[src/rtl/eafu_pkg.sv]
package eafu_pkg;

    localparam int ADDR_W  = 24;
    localparam int LREG_W  = 32;
    localparam int LREG_N  = 4;
    localparam int IDX_W   = $clog2(LREG_N);
    localparam int BYTE_W  = 8;
    localparam int WORD_W  = 2 * BYTE_W;
    localparam int ACC_W   = 2 * WORD_W;
    localparam int PC_W    = 16;
    localparam int BANK_W  = ADDR_W - PC_W;
    localparam int D8_W    = 8;
    localparam int D16_W   = 16;
    localparam logic [PC_W-1:0] PC_BIAS = PC_W'(4);

    typedef enum logic {
        AM_LONG_DISP = 1'b0,
        AM_PC_DISP   = 1'b1
    } amode_e;

    typedef enum logic [1:0] {
        ST_IDLE  = 2'd0,
        ST_RD_LO = 2'd1,
        ST_RD_HI = 2'd2,
        ST_FIN   = 2'd3
    } rd_state_e;

    typedef struct packed {
        logic [BYTE_W-1:0] hi;
        logic [BYTE_W-1:0] lo;
    } word_t;

    typedef struct packed {
        logic [WORD_W-1:0] upper;
        logic [WORD_W-1:0] lower;
    } acc_t;

    // long register plus sign-extended 8-bit displacement, low 24 bits kept
    function automatic logic [ADDR_W-1:0] long_disp_ea(
        input logic [LREG_W-1:0] base,
        input logic [D8_W-1:0]   disp
    );
        logic [LREG_W-1:0] sum;
        sum = base + {{(LREG_W-D8_W){disp[D8_W-1]}}, disp};
        return sum[ADDR_W-1:0];
    endfunction

    // bank byte on top, 16-bit wrapping sum of instruction address, bias, displacement below
    function automatic logic [ADDR_W-1:0] pc_disp_ea(
        input logic [BANK_W-1:0] bank,
        input logic [PC_W-1:0]   iaddr,
        input logic [D16_W-1:0]  disp
    );
        logic [PC_W-1:0] low;
        low = iaddr + PC_BIAS + disp;
        return {bank, low};
    endfunction

endpackage

[src/rtl/eafu_addr_calc.sv]
module eafu_addr_calc
    import eafu_pkg::*;
(
    input  logic                      mode,
    input  logic [IDX_W-1:0]          reg_idx,
    input  logic [D8_W-1:0]           disp8,
    input  logic [D16_W-1:0]          disp16,
    input  logic [LREG_N*LREG_W-1:0]  long_regs,
    input  logic [PC_W-1:0]           instr_addr,
    input  logic [BANK_W-1:0]         prog_bank,
    output logic [ADDR_W-1:0]         ea_next
);

    logic [LREG_W-1:0] lreg_arr [LREG_N];

    for (genvar g = 0; g < LREG_N; g++) begin : g_unpack
        assign lreg_arr[g] = long_regs[g*LREG_W +: LREG_W];
    end

    logic [ADDR_W-1:0] ea_long;
    logic [ADDR_W-1:0] ea_pc;

    always_comb begin
        ea_long = long_disp_ea(lreg_arr[reg_idx], disp8);
        ea_pc   = pc_disp_ea(prog_bank, instr_addr, disp16);
        unique case (amode_e'(mode))
            AM_LONG_DISP: ea_next = ea_long;
            AM_PC_DISP:   ea_next = ea_pc;
            default:      ea_next = ea_long;
        endcase
    end

endmodule

[src/rtl/eafu_read_seq.sv]
module eafu_read_seq
    import eafu_pkg::*;
(
    input  logic              clk,
    input  logic              rst,
    input  logic              start,
    input  logic [ADDR_W-1:0] ea_next,
    input  logic [BYTE_W-1:0] mem_rdata,
    output logic              accept,
    output logic              busy,
    output logic [ADDR_W-1:0] ea_q,
    output logic              mem_req,
    output logic [ADDR_W-1:0] mem_addr,
    output logic              word_vld,
    output word_t             word
);

    rd_state_e         state_q;
    rd_state_e         state_d;
    logic [BYTE_W-1:0] lo_q;

    assign accept = start && (state_q == ST_IDLE);
    assign busy   = (state_q != ST_IDLE);

    always_comb begin
        state_d = state_q;
        unique case (state_q)
            ST_IDLE:  if (accept) state_d = ST_RD_LO;
            ST_RD_LO: state_d = ST_RD_HI;
            ST_RD_HI: state_d = ST_FIN;
            ST_FIN:   state_d = ST_IDLE;
            default:  state_d = ST_IDLE;
        endcase
    end

    always_ff @(posedge clk) begin
        if (rst) begin
            state_q <= ST_IDLE;
            ea_q    <= '0;
            lo_q    <= '0;
        end else begin
            state_q <= state_d;
            if (accept) begin
                ea_q <= ea_next;
            end
            if (state_q == ST_RD_HI) begin
                lo_q <= mem_rdata;
            end
        end
    end

    always_comb begin
        mem_req  = (state_q == ST_RD_LO) || (state_q == ST_RD_HI);
        mem_addr = (state_q == ST_RD_HI) ? ea_q + ADDR_W'(1) : ea_q;
        word_vld = (state_q == ST_FIN);
        word.hi  = mem_rdata;
        word.lo  = lo_q;
    end

endmodule

[src/rtl/eafu_acc_update.sv]
module eafu_acc_update
    import eafu_pkg::*;
(
    input  logic              clk,
    input  logic              rst,
    input  logic              accept,
    input  logic [ACC_W-1:0]  acc_in,
    input  logic              word_vld,
    input  word_t             word,
    output logic [WORD_W-1:0] word_out,
    output logic [ACC_W-1:0]  acc_out,
    output logic              done
);

    logic [WORD_W-1:0] keep_q;
    acc_t              acc_q;
    acc_t              acc_src;

    assign acc_src = acc_t'(acc_in);

    always_ff @(posedge clk) begin
        if (rst) begin
            keep_q   <= '0;
            acc_q    <= '0;
            word_out <= '0;
            done     <= 1'b0;
        end else begin
            done <= word_vld;
            if (accept) begin
                keep_q <= acc_src.lower;
            end
            if (word_vld) begin
                acc_q.upper <= keep_q;
                acc_q.lower <= word;
                word_out    <= word;
            end
        end
    end

    assign acc_out = acc_q;

endmodule

[src/rtl/ea_fetch_unit.sv]
module ea_fetch_unit
    import eafu_pkg::*;
(
    input  logic                      clk,
    input  logic                      rst,
    input  logic                      start,
    input  logic                      mode,
    input  logic [IDX_W-1:0]          reg_idx,
    input  logic [D8_W-1:0]           disp8,
    input  logic [D16_W-1:0]          disp16,
    input  logic [LREG_N*LREG_W-1:0]  long_regs,
    input  logic [PC_W-1:0]           instr_addr,
    input  logic [BANK_W-1:0]         prog_bank,
    input  logic [ACC_W-1:0]          acc_in,
    output logic                      mem_req,
    output logic [ADDR_W-1:0]         mem_addr,
    input  logic [BYTE_W-1:0]         mem_rdata,
    output logic [ADDR_W-1:0]         ea,
    output logic                      busy,
    output logic [WORD_W-1:0]         word_out,
    output logic [ACC_W-1:0]          acc_out,
    output logic                      done
);

    logic [ADDR_W-1:0] ea_next;
    logic              accept;
    logic              word_vld;
    word_t             word;

    eafu_addr_calc u_calc (
        .mode       (mode),
        .reg_idx    (reg_idx),
        .disp8      (disp8),
        .disp16     (disp16),
        .long_regs  (long_regs),
        .instr_addr (instr_addr),
        .prog_bank  (prog_bank),
        .ea_next    (ea_next)
    );

    eafu_read_seq u_seq (
        .clk       (clk),
        .rst       (rst),
        .start     (start),
        .ea_next   (ea_next),
        .mem_rdata (mem_rdata),
        .accept    (accept),
        .busy      (busy),
        .ea_q      (ea),
        .mem_req   (mem_req),
        .mem_addr  (mem_addr),
        .word_vld  (word_vld),
        .word      (word)
    );

    eafu_acc_update u_acc (
        .clk      (clk),
        .rst      (rst),
        .accept   (accept),
        .acc_in   (acc_in),
        .word_vld (word_vld),
        .word     (word),
        .word_out (word_out),
        .acc_out  (acc_out),
        .done     (done)
    );

endmodule

[config.mk]
export PLATFORM = sky130hd
export DESIGN_NAME = ea_fetch_unit
export DESIGN_NICKNAME = d
export VERILOG_FILES = /design/src/rtl/eafu_pkg.sv /design/src/rtl/eafu_addr_calc.sv /design/src/rtl/eafu_read_seq.sv /design/src/rtl/eafu_acc_update.sv /design/src/rtl/ea_fetch_unit.sv
export SDC_FILE = /design/constraint.sdc
export NUM_CORES = 1
export LEC_CHECK = 0
export ABC_AREA = 1
export ABC_CLOCK_PERIOD_IN_PS = 6800
export BUFFER_PORTS_ARGS = -buffer_cell sky130_fd_sc_hd__buf_2
export CAP_MARGIN = 20
export CORE_MARGIN = 2
export CORE_UTILIZATION = 31
export CTS_BUF_LIST = sky130_fd_sc_hd__clkbuf_4
export CTS_CLUSTER_SIZE = 14
export DETAILED_ROUTE_END_ITERATION = 10
export PLACE_DENSITY = 0.66
export SKIP_CTS_REPAIR_TIMING = 1
export SLEW_MARGIN = 10
export SYNTH_ARGS = -nofsm -noshare
export SYNTH_HDL_FRONTEND = slang
export SYNTH_SLANG_ARGS = --single-unit
[constraint.sdc]
create_clock -name clk -period 6.8 [get_ports clk]
set_input_delay 0.34 -clock clk [delete_from_list [all_inputs] [get_ports clk]]
set_output_delay 0.34 -clock clk [all_outputs]
set_load 0.01 [all_outputs]
---- Word-level counts from Yosys, hierarchy flattened ----
Index checks and enable logic that the tools add are counted.
storage, ports and cells
  bits in read-only memories .............. 0
  output and inout port bits .............. 99
  latch bits .............................. 0
  bits in registers ....................... 83
  RAM bits ................................ 0
  memories ................................ 0
  word-level logic and storage cells ...... 29
cells by class
  order comparisons ....................... 1
  add/subtract/negate cells ............... 4
  divide/modulo/power cells ............... 0
  shifts and indexed selects .............. 0
  reduce and logical (&&, ||, !) cells .... 4
  equality and inequality tests ........... 4
  mux-type cells .......................... 7
  $mul .................................... 0
  bitwise gates (word level) .............. 2
operator list
  cell                   number
  $mux 24                3
  $bmux 32 s2            1
  $pmux 24 s2            1
  $add 24x1->24 const B  1
  $add 24x24->24         1
  $add 16x16->16         1
  $add 16x3->16 const B  1
  $pmux 2 s4             1
  $eq 2x2->1 const B     2
  $ge 3x3->1 const B     1
  $not 2->3              1
  $eq 2x1->1 const B     1
  $logic_not 2->1        1
  $mux 2                 1
  $ne 2x2->1 const B     1
  $reduce_bool 2->1      1
  $logic_and 1x1->1      1
  $logic_or 1x1->1       1
  $not 1->1              1

---- Depth between registers and ports, before layout ----
Gate-level depths: netlist of the first run.
  depth after elaboration ................. 6
  mapped depth ............................ 20
  depth with buffers taken out ............ 18

---- Cells and area by module ----
A second synthesis of the first run with hierarchy kept.
second synthesis, totals
  cell total of the unflattened synthesis .. 1334
  area total of the unflattened synthesis .. 7752.4 um2
modules (own cells, without submodules)
  module           cells each  seq. area each (um2)  area each (um2)  instances
  eafu_addr_calc   688         0.0                   3532.1           1
  eafu_acc_update  323         980.9                 2140.8           1
  eafu_read_seq    323         680.7                 2079.5           1

---- Worst setup path after synthesis of the first run ----
No wires, ideal clock.
  path type ............................... input port to flip-flop
  start point ............................. input reg_idx[0]
  end point ............................... register u_seq.ea_q[12]
  stages .................................. 20
  arrival ................................. 2.546 ns
  path slack .............................. 4.145 ns
  buffers on the path ..................... 2
  required time ........................... 6.691 ns
  cells stage by stage .................... inv_1 clkbuf_1 clkbuf_1 nor2_1 o22ai_1 ha_1 inv_1 fa_1 inv_1 nand3_1 nand3_1 nand2_1 nand3_1 nand2_1 nand2_1 nand2_1 nand3_1 nand3_1 nand2_1 inv_1
on the way
  longest elaborated chain between the ends .. 6
ends and longest elaborated chain
  item                                        line                  source
  start: declaration                          ea_fetch_unit.sv:8    input logic [IDX_W-1:0] reg_idx,
  $not 2->3 (not written as such)             eafu_addr_calc.sv:24  ea_long = long_disp_ea(lreg_arr[reg_idx], disp8);
  $bmux 32 s2                                 eafu_addr_calc.sv:24
  $mux 24 (not written as such) (2 in a row)  eafu_addr_calc.sv:24
  $add 24x24->24                              eafu_pkg.sv:44        sum = base + {{(LREG_W-D8_W){disp[D8_W-1]}}, disp};
  $pmux 24 s2                                 eafu_addr_calc.sv:26  unique case (amode_e'(mode))
  end signal: assignment                      eafu_read_seq.sv:44   ea_q <= ea_next;
  end: declaration                            eafu_read_seq.sv:11   output logic [ADDR_W-1:0] ea_q,
No other way between the ends. The select of a mux whose other input is x is not followed.
A chain may end at the register's enable or synchronous reset.

---- Worst setup path in the final report of the first run ----
  start point ............................. register u_seq.state_q[0]
  end point ............................... output mem_addr[11]
on the way
  longest elaborated chain between the ends .. 2
ends and longest elaborated chain
  item                      line                 source
  start: declaration        eafu_read_seq.sv:18  rd_state_e state_q;
  start signal: assignment  eafu_read_seq.sv:42  state_q <= state_d;
  $eq 2x2->1                eafu_read_seq.sv:54  mem_addr = (state_q == ST_RD_HI) ? ea_q + ADDR_W'(1) : ea_q;
  $mux 24                   eafu_read_seq.sv:54
  end: declaration          ea_fetch_unit.sv:16  output logic [ADDR_W-1:0] mem_addr,
No other way between the ends.

==> results of run 1 <==
-- cells by family after synthesis --
group / synth area share, %
AO/OA/AOI/OAI: 15.7
XOR/XNOR: 3.35
adder cells (fa/ha/maj): 10.7
AND/OR/NAND/NOR: 35.3
flip-flops: 23.5
buffers and inverters: 11.5
-- critical path, cell delays in order (launching register included) --
cell     delay, ns
dfxtp_1       0.34
inv_1         0.12
ha_1          0.58
inv_2         0.33
nor2_1        0.35
nand3_1       0.19
nor3_1        0.32
xor2_1        0.18
buf_2         0.14
-- worst paths after layout --
kind                                      start                              to  depth (start not counted)
setup / recovery  u_seq.state_q[0]$_SDFFE_PP0P_                    mem_addr[11]                          8
hold / removal                     mem_rdata[5]  u_acc.acc_out[13]$_SDFFE_PP0P_                          3
setup reg to reg  u_seq.state_q[0]$_SDFFE_PP0P_      u_seq.ea_q[0]$_SDFFE_PP0P_                          8
hold reg to reg      u_seq.lo_q[6]$_SDFFE_PP0P_   u_acc.acc_out[6]$_SDFFE_PP0P_                          2
-- through the flow --
stage	area (um2)	total power, mW	cells	hold WS [ns]	setup WS [ns]
final	8710	2.03	1692	0.132	3.46
after global routing	8710	2.22	1692	0.116	3.09
after CTS	8700	2.04	1691	0.111	3.40
after detailed placement	8550	1.74	1675	0.473	3.05
after global placement	8520	1.73	1674	0.463	2.85
after floorplan	7060	1.37	1172	0.449	4.14
-- final cells by class --
cell class / instances / share of cell area, %
sequential: 83 / 19.1
multi-input combinational: 890 / 52.7
tap: 285 / 4.09
clock buffer: 9 / 0.776
timing repair buffer: 278 / 16.5
inverter: 140 / 6.03
clock inverter: 7 / 0.876
-- power breakdown --
| part | internal (mW) | switching [mW] |
|---|---|---|
| clock network | 0.115 | 0.182 |
| registers | 0.613 | 0.106 |
| logic | 0.374 | 0.635 |
| total | 1.10 | 0.923 |
-- layer usage --
| layer | vias up | track usage [%] |
|---|---|---|
| met4 | 0 | 5.38 |
| met5 | - | 0 |
| li1 | 4241 | - |
| met2 | 287 | 35.0 |
| met3 | 32 | 2.45 |
| met1 | 3603 | 23.2 |
-- flip-flops by register name (all words and copies together) (netlist names) --
| register | flops |
|---|---|
| u_acc.acc_out | 32 |
| u_seq.ea_q | 24 |
| u_acc.keep_q | 16 |
| u_seq.lo_q | 8 |
| u_seq.state_q | 2 |
| u_acc.done | 1 |
-- cell usage in the layout (no fill, tap or decap), types with 10 or more instances in the layout --
master	Yosys	routed
o21ai_0	119	119
dfxtp_1	83	83
nand3_1	71	71
nor3_1	11	11
xor2_1	25	25
ha_1	57	57
inv_1	137	137
nand4_1	10	10
buf_2	2	272
a21oi_1	54	54
nand2_1	252	252
nand3b_1	10	10
nor2_1	226	226
o22ai_1	22	22
==> flow_summary.json, run 1 <==
{
  "chipHeight_um": 155,
  "synth_edf_count": 0,
  "synthTopCellsByCount": "nand2_1 (252), nor2_1 (226), inv_1 (137), o21ai_0 (119), dfxtp_1 (83)",
  "critical_path_required_ns": 6.46,
  "synth_seq_cells": 83,
  "h-tree-depth": 3,
  "syn_to_final_growth_pct": 23.4,
  "clockRootBuffer": "clkbuf_4",
  "period_minus_slack_ns": 3.34,
  "hold_viol_final": 0,
  "tns_ns": 0,
  "drive_above_1_share_pct": 21.9,
  "syn_area_um2": 7060,
  "route.detailed.drc": 0,
  "crit_type": "reg2out",
  "m1WireLength_um": 9980,
  "clock_latency_ns": 0.44,
  "yosysSeqAreaShare_pct": 23.5,
  "utilization_pct": 38.7,
  "grtUsageTotal_pct": 19.0,
  "routed_wl_um": 22900,
  "routed-wl-met3_um": 1230,
  "start_kind": "flop",
  "slew_violations": 0,
  "ys_types": 39,
  "yosys_warnings": 0,
  "post-route-period-util_pct": 49.1,
  "routabilityCongestion": 0.850,
  "start_util_pct": 31.4,
  "wl_met2_um": 11200,
  "drt-initial-drc-count": 432,
  "dieWidth_um": 155,
  "critPathArrivalTime_ns": 3.00,
  "multi_input_area_um2": 4590,
  "dr_total_vias": 8163,
  "tightestPinTransition_ns": 0.975,
  "endpoint_kind": "output pin",
  "numPortBuffers": 272,
  "yosys_most_used_dff": "dfxtp_1",
  "powerDensity_nw_per_um2": 233,
  "synthArstFlopShare_pct": 0,
  "synthCells": 1172,
  "grt_start_max_net_pins": 62,
  "max_slew_margin_pct": 34.9,
  "synth_area_leaders": "dfxtp_1 (24%), nand2_1 (13%), nor2_1 (12%)",
  "synth_area_leader_cell": "dfxtp_1",
  "regArea_um2": 1660,
  "cts_tree": "built",
  "nNetsFinal": 1683,
  "grt_first_pass_wirelength_um": 37100,
  "skew_ns": 0.0186,
  "synth.top_cell.area_share_pct": 23.5,
  "hold_path_class": "in2reg",
  "synth_nets": 1453,
  "p_leak_nw": 4.85,
  "peakVddDrop_mv": 0.120,
  "via_per_inst": 4.82,
  "row_count": 55,
  "syn_area_per_cell_um2": 6.02,
  "status": "complete, no violations",
  "path_max_fanout": 16,
  "rsz0062_at_grt": "false",
  "clock_path_buffers": 2,
  "reg2reg_slack_ns": 4.83,
  "grt_pass1_vias": 7667,
  "die-area_um2": 24000,
  "ant_nets": 0,
  "wl_per_cell_um": 13.5,
  "core-area_um2": 22500,
  "maxCapViolations": 0,
  "top_layer": "met4",
  "ios": 321,
  "timing.fmax_mhz": 299,
  "finalSetupViolations": 0,
  "dr.pass1.iters": 5,
  "clk_pin_slew_ns": 0.14,
  "grt-ovfl-total": 0,
  "antennaDiodeCount": 0,
  "cts-buffers-inserted": 9,
  "dp_hpwl_um": 18600,
  "fill_cells": 2492,
  "antenna_found_initial": 0,
  "synth.most_common_cell": "nand2_1",
  "cts.sinks": 83
}
Note: power is estimated with default switching activity, not from simulation.
==> inputs of run 2 (changes only) <==
--- a/config.mk
+++ b/config.mk
@@ -6,7 +6,7 @@
 export NUM_CORES = 1
 export LEC_CHECK = 0
 export ABC_AREA = 1
-export ABC_CLOCK_PERIOD_IN_PS = 6800
+export ABC_CLOCK_PERIOD_IN_PS = 3350
 export BUFFER_PORTS_ARGS = -buffer_cell sky130_fd_sc_hd__buf_2
 export CAP_MARGIN = 20
 export CORE_MARGIN = 2
==> constraint.sdc (replaced) <==
create_clock -name clk -period 3.35 [get_ports clk]
set_input_delay 0.1675 -clock clk [delete_from_list [all_inputs] [get_ports clk]]
set_output_delay 0.1675 -clock clk [all_outputs]
set_load 0.01 [all_outputs]
==> flow_summary.json, run 2 (synthesis gave the netlist of run 1 again) <==
{
  "hold_path_class": "in2reg",
  "grt_start_max_net_pins": 61,
  "combPwrFrac_pct": 50.5,
  "holdWs_ns": -0.0162,
  "tightestPinTransition_ns": 1.00,
  "hold_viol_final": 5,
  "routabilityCongestion": 0.875,
  "clk_pin_slew_ns": 0.14,
  "min_path_cells": 3,
  "layout_commonest_cell": "buf_2",
  "start_util_pct": 31.4,
  "route.detailed.drc": 0,
  "min_from": "acc_in[10]",
  "grtUsageTotal_pct": 18.6,
  "dr_total_vias": 8257,
  "failed_checks": "hold timing",
  "critPathArrivalTime_ns": 2.54,
  "fill_cells": 2450,
  "maxCapViolations": 0,
  "dieWidth_um": 155,
  "start_kind": "flop",
  "status": "complete, but fails checks",
  "grt_pass1_vias": 7593,
  "nNetsFinal": 1705,
  "critical_path_required_ns": 3.18,
  "drt-initial-drc-count": 380,
  "r2r-end": "u_acc.keep_q[6]$_SDFFE_PP0P_",
  "utilization_pct": 39.6,
  "clock_path_buffers": 2,
  "period_minus_slack_ns": 2.70,
  "slew_violations": 0,
  "cts-buffers-inserted": 9,
  "cts_tree": "built",
  "total_power_mw": 4.13,
  "clockRootBuffer": "clkbuf_4",
  "path_max_fanout": 5,
  "tns_ns": 0,
  "cts.sinks": 83,
  "most-common-layout-cells": "buf_2 (272), nand2_1 (252), nor2_1 (226), inv_1 (137), o21ai_0 (119)",
  "chipHeight_um": 155,
  "grt_first_pass_wirelength_um": 36400,
  "switching_share_pct": 45.4,
  "row_count": 55,
  "stdcell_count": 1714,
  "dr.pass1.iters": 6,
  "via_per_inst": 4.82,
  "drive_above_1_share_pct": 21.7,
  "wl_per_cell_um": 13.5,
  "p_int_mw": 2.26,
  "clkPwrFrac_pct": 14.2,
  "routed_wl_um": 23200,
  "ant_nets": 0,
  "clock_latency_ns": 0.44,
  "largest_register_ffs": 32,
  "r2r_cells": 7,
  "power_switching_mw": 1.87,
  "p_leak_nw": 4.93,
  "powerDensity_nw_per_um2": 464,
  "peakVddDrop_mv": 0.238,
  "grt-ovfl-total": 0,
  "dpl.cell_count": 1680,
  "h-tree-depth": 3,
  "reg2reg_slack_ns": 1.38,
  "max_slew_margin_pct": 33.1,
  "dp_hpwl_um": 18700,
  "core-area_um2": 22500,
  "ios": 321,
  "antennaDiodeCount": 0,
  "timing.fmax_mhz": 370,
  "syn_to_final_growth_pct": 26.1,
  "seqPwrFrac_pct": 35.3,
  "hold_end": "u_acc.keep_q[10]$_SDFFE_PP0P_",
  "finalSetupViolations": 0,
  "endpoint_kind": "output pin",
  "rsz0062_at_grt": "false",
  "antenna_found_initial": 0,
  "post-route-period-util_pct": 80.7,
  "numPortBuffers": 272,
  "r2r_start": "u_seq.state_q[0]$_SDFFE_PP0P_",
  "die-area_um2": 24000,
  "skew_ns": 0.00936,
  "crit_type": "reg2out"
}
run 2: cell count changes in the layout (fill, tap and decap cells not counted):
cell / change
buf_8: -1
buf_4: +6
dlygate4sd3_1: +17
clkinvlp_4: +1
clkinv_2: -2
clkinv_4: -1
inv_6: -1
clkinv_1: +3
run 2: worst max path at each step:
stage	start	endpoint	slack [ns]
3_3_place_gp	reg_idx[0]	u_seq.ea_q[12]$_SDFFE_PP0P_	0.54
4_1_cts	u_seq.ea_q[1]$_SDFFE_PP0P_	mem_addr[12]	0.65
2_1_floorplan	reg_idx[0]	u_seq.ea_q[12]$_SDFFE_PP0P_	0.87
5_1_grt	u_seq.ea_q[1]$_SDFFE_PP0P_	mem_addr[12]	0.48
3_5_place_dp	reg_idx[0]	u_seq.ea_q[12]$_SDFFE_PP0P_	0.49
6_report	u_seq.ea_q[1]$_SDFFE_PP0P_	mem_addr[12]	0.65
run 2: final cells by class:
cell class,count,area [um2],area share (%)
Clock buffer,9,67.6,0.759
Clock inverter,7,67.6,0.759
Inverter,140,526,5.90
Multi-Input combinational cell,890,4590,51.6
Sequential cell,83,1660,18.7
Tap cell,285,357,4.01
Timing Repair Buffer,300,1630,18.4
run 2: critical path, cell delays in order, from the launching register on:
cell and delay [ns]:
dfxtp_1 0.47, ha_1 0.25, nand3_1 0.13, nor4_1 0.34
nand4_1 0.23, nor3_1 0.34, xor2_1 0.19, buf_2 0.15
run 2: power by group through the flow:
| stage | combinational [mW] | clock [mW] | sequential (mW) |
|---|---|---|---|
| 6_report | 2.08 | 0.587 | 1.46 |
| 5_1_grt | 2.36 | 0.644 | 1.49 |
| 4_1_cts | 2.06 | 0.607 | 1.46 |
| 3_5_place_dp | 2.05 | 0 | 1.48 |
| 3_3_place_gp | 2.03 | 0 | 1.47 |
| 2_1_floorplan | 1.29 | 0 | 1.50 |
run 2: through the flow:
stage          setup WS (ns)  area, um2
2_1_floorplan          0.867       7060
3_3_place_gp           0.536       8570
3_5_place_dp           0.487       8570
4_1_cts                0.653       8700
5_1_grt                0.479       8900
6_report               0.647       8900
run 2: routing by layer:
layer | up-vias | wire length [um] | part of all wire [%] | GRT usage, %
li1 | 4288 | - | - | -
met1 | 3644 | 10100 | 43 | 22.3
met2 | 289 | 11200 | 48 | 34.3
met3 | 36 | 1330 | 5.7 | 2.40
met4 | 0 | 592 | 2.6 | 6.17
met5 | - | 0 | 0 | 0
==> inputs of run 3 (changes only) <==
--- a/config.mk
+++ b/config.mk
@@ -5,8 +5,8 @@
 export SDC_FILE = /design/constraint.sdc
 export NUM_CORES = 1
 export LEC_CHECK = 0
-export ABC_AREA = 1
-export ABC_CLOCK_PERIOD_IN_PS = 3350
+export ABC_AREA = 0
+export ABC_CLOCK_PERIOD_IN_PS = 2300
 export BUFFER_PORTS_ARGS = -buffer_cell sky130_fd_sc_hd__buf_2
 export CAP_MARGIN = 20
 export CORE_MARGIN = 2
@@ -14,7 +14,7 @@
 export CTS_BUF_LIST = sky130_fd_sc_hd__clkbuf_4
 export CTS_CLUSTER_SIZE = 14
 export DETAILED_ROUTE_END_ITERATION = 10
-export PLACE_DENSITY = 0.66
+export PLACE_DENSITY = 0.7
 export SKIP_CTS_REPAIR_TIMING = 1
 export SLEW_MARGIN = 10
 export SYNTH_ARGS = -nofsm -noshare
==> constraint.sdc (replaced) <==
create_clock -name clk -period 2.3 [get_ports clk]
set_input_delay 0.115 -clock clk [delete_from_list [all_inputs] [get_ports clk]]
set_output_delay 0.115 -clock clk [all_outputs]
set_load 0.01 [all_outputs]
==> flow_summary.json, run 3 <==
{
  "synthMuxAreaShare_pct": 15.9,
  "peakVddDrop_mv": 0.234,
  "power_switching_mw": 2.39,
  "clkPwrFrac_pct": 15.6,
  "status": "complete, but fails checks",
  "critPathTopFamily": "compound AO/OA/AOI/OAI gates",
  "synth_area_leader_cell": "dfxtp_1",
  "wl_per_cell_um": 15.5,
  "p_leak_nw": 4.29,
  "drt-initial-drc-count": 170,
  "crit_cells": 11,
  "cts-buffers-inserted": 9,
  "synth_fa_ha_area_share_pct": 12.2,
  "top_layer": "met4",
  "p_int_mw": 3.51,
  "antennaDiodeCount": 0,
  "synth_compound_area_share_pct": 17.4,
  "synthCells": 711,
  "clock_latency_ns": 0.43,
  "synth_edf_count": 0,
  "routed-wl-met3_um": 1040,
  "m1WireLength_um": 8990,
  "powerDensity_nw_per_um2": 644,
  "die-area_um2": 21100,
  "numPortBuffers": 272,
  "worstPathCellList": "buf_12 -> buf_8 -> mux4_2 -> ha_4 -> o211ai_1 -> o21bai_4 -> o31a_1 -> a211o_1 -> xor2_1 -> nor2_1 -> a211oi_2",
  "synth-xor-area-share_pct": 7.37,
  "ant_nets": 0,
  "dp_hpwl_um": 17000,
  "wl_met2_um": 10600,
  "dieWidth_um": 145,
  "start_kind": "input port",
  "failed_checks": "setup timing",
  "yosys_most_used_dff": "dfxtp_1",
  "seqPwrFrac_pct": 31.9,
  "reg2reg_slack_ns": 0.44,
  "grt-ovfl-total": 0,
  "routabilityCongestion": 0.920,
  "dr.pass1.iters": 4,
  "layout_commonest_cell": "buf_2",
  "largest_register_ffs": 32,
  "row_count": 51,
  "tightestPinTransition_ns": 0.584,
  "maxCapViolations": 0,
  "via_per_inst": 4.90,
  "post-route-period-util_pct": 100,
  "synthArstFlopShare_pct": 0,
  "grt_start_max_net_pins": 34,
  "setup_ws_ns": -0.00621,
  "switching_share_pct": 40.5,
  "critPathMaxStageDelay_ns": 0.53,
  "synth_nets": 992,
  "grt_pass1_vias": 6352,
  "critPathArrivalTime_ns": 2.67,
  "r2r_cells": 8,
  "yosys.area_share.simple_pct": 15.2,
  "hold_viol_final": 0,
  "endpoint_kind": "flop",
  "finalSetupViolations": 1,
  "total_power_mw": 5.91,
  "routed_wl_um": 20900,
  "grt_first_pass_wirelength_um": 32200,
  "period_minus_slack_ns": 2.31,
  "grtUsageTotal_pct": 18.7,
  "h-tree-depth": 3,
  "syn_to_final_growth_pct": 48.4,
  "rsz0062_at_grt": "true",
  "skew_ns": 0.0161,
  "clock_path_buffers": 2,
  "synth.most_common_cell": "dfxtp_1",
  "critical_path_required_ns": 2.66,
  "path_max_fanout": 4,
  "syn_area_per_cell_um2": 8.70,
  "core-area_um2": 19500,
  "synthTopCellsByCount": "dfxtp_1 (83), nor2_1 (79), nand2_1 (75), ha_1 (57), a21oi_1 (54)",
  "synth.top_cell.area_share_pct": 26.9,
  "start_util_pct": 31.7,
  "synth_area_leaders": "dfxtp_1 (27%), ha_1 (12%), mux4_2 (8.7%)",
  "most-common-layout-cells": "buf_2 (271), buf_4 (103), nor2_1 (77), dfxtp_1 (76), nand2_1 (75)",
  "critPathBufInv": 2,
  "synth_top_family_by_area": "compound AO/OA/AOI/OAI gates",
  "stdcell_count": 1347,
  "nNetsFinal": 1358,
  "holdWs_ns": 0.0523,
  "r2r-end": "u_seq.ea_q[22]$_SDFFE_PP0P_",
  "min_from": "prog_bank[2]",
  "chipHeight_um": 145,
  "clk_pin_slew_ns": 0.15,
  "cts.sinks": 83,
  "slew_violations": 0,
  "utilization_pct": 47.0,
  "r2r_start": "u_seq.state_q[0]$_SDFFE_PP0P_",
  "hold_end": "u_seq.ea_q[18]$_SDFFE_PP0P_",
  "synth_seq_cells": 83,
  "yosysSeqAreaShare_pct": 26.9,
  "hold_path_class": "in2reg",
  "antenna_found_initial": 0,
  "dpl.cell_count": 1295,
  "cts_tree": "built",
  "syn_area_um2": 6180,
  "min_path_cells": 4,
  "combPwrFrac_pct": 52.5,
  "tns_ns": -0.00621,
  "max_slew_margin_pct": 61.1,
  "critical-path-slowest-cell": "mux4_2",
  "ys_types": 56,
  "route.detailed.drc": 0,
  "clockRootBuffer": "clkbuf_4",
  "drive_above_1_share_pct": 43.7,
  "yosys_warnings": 0,
  "dr_total_vias": 6599,
  "ios": 321,
  "crit_type": "in2reg",
  "timing.fmax_mhz": 434
}
run 3: changes by cell type after synthesis, sizes merged, moves of 43 or more:
cell	change
nand2	-178
nand3	-65
mux2i	+43
inv	-122
o21ai	-86
nor2	-149
run 3: cell families after synthesis:
logic type,count (synthesis)
buffers and inverters,66
multiplexers,68
AO/OA/AOI/OAI,168
adder cells (fa/ha/maj),59
XOR/XNOR,52
flip-flops,83
AND/OR/NAND/NOR,215
run 3: power by group through the flow:
stage / logic, mW / registers, mW / clock network, mW
after global placement: 2.91 / 1.89 / 0
final: 3.10 / 1.88 / 0.923
after global routing: 3.40 / 1.92 / 1.03
after CTS: 2.96 / 1.86 / 0.970
after detailed placement: 2.95 / 1.89 / 0
after floorplan: 1.65 / 1.93 / 0
run 3: per-layer routing:
layer  GRT usage (%)  up-vias
met3            2.92       19
met5               0        -
met4            3.87        0
li1                -     3286
met1            22.8     3061
met2            34.8      233
run 3: layout make-up:
class / count / area [um2]
fillers: 1923 / 10400
multi-input cells: 562 / 4490
repair buffers: 404 / 2460
flip-flops and latches: 83 / 1670
well taps: 265 / 332
clock inverters: 7 / 88.8
clock buffers: 9 / 67.6
inverters: 17 / 66.3
run 3: worst max-delay path by stage:
| stage | startpoint | end |
|---|---|---|
| floorplan | reg_idx[0] | u_seq.ea_q[22]$_SDFFE_PP0P_ |
| global placement | reg_idx[0] | u_seq.ea_q[22]$_SDFFE_PP0P_ |
| detailed placement | reg_idx[0] | u_seq.ea_q[16]$_SDFFE_PP0P_ |
| CTS | u_seq.state_q[0]$_SDFFE_PP0P_ | mem_addr[21] |
| global route | reg_idx[0] | u_seq.ea_q[15]$_SDFFE_PP0P_ |
| finish | reg_idx[0] | u_seq.ea_q[15]$_SDFFE_PP0P_ |
run 3: worst reg2reg max path: stages (launching register included):
cell	delay, ns
dfxtp_2	0.39
inv_4	0.05
buf_4	0.12
ha_1	0.21
nand2_1	0.28
buf_4	0.23
nor3_1	0.05
a211oi_1	0.30
and3_1	0.19
run 3: per-stage QoR:
| step | setup slack [ns] | instance area [um2] |
|---|---|---|
| after floorplan | -0.374 | 6350 |
| after global placement | -0.547 | 8490 |
| after detailed placement | -0.584 | 8490 |
| after CTS | -0.183 | 8650 |
| after global routing | -0.117 | 9170 |
| final | -0.00621 | 9170 |
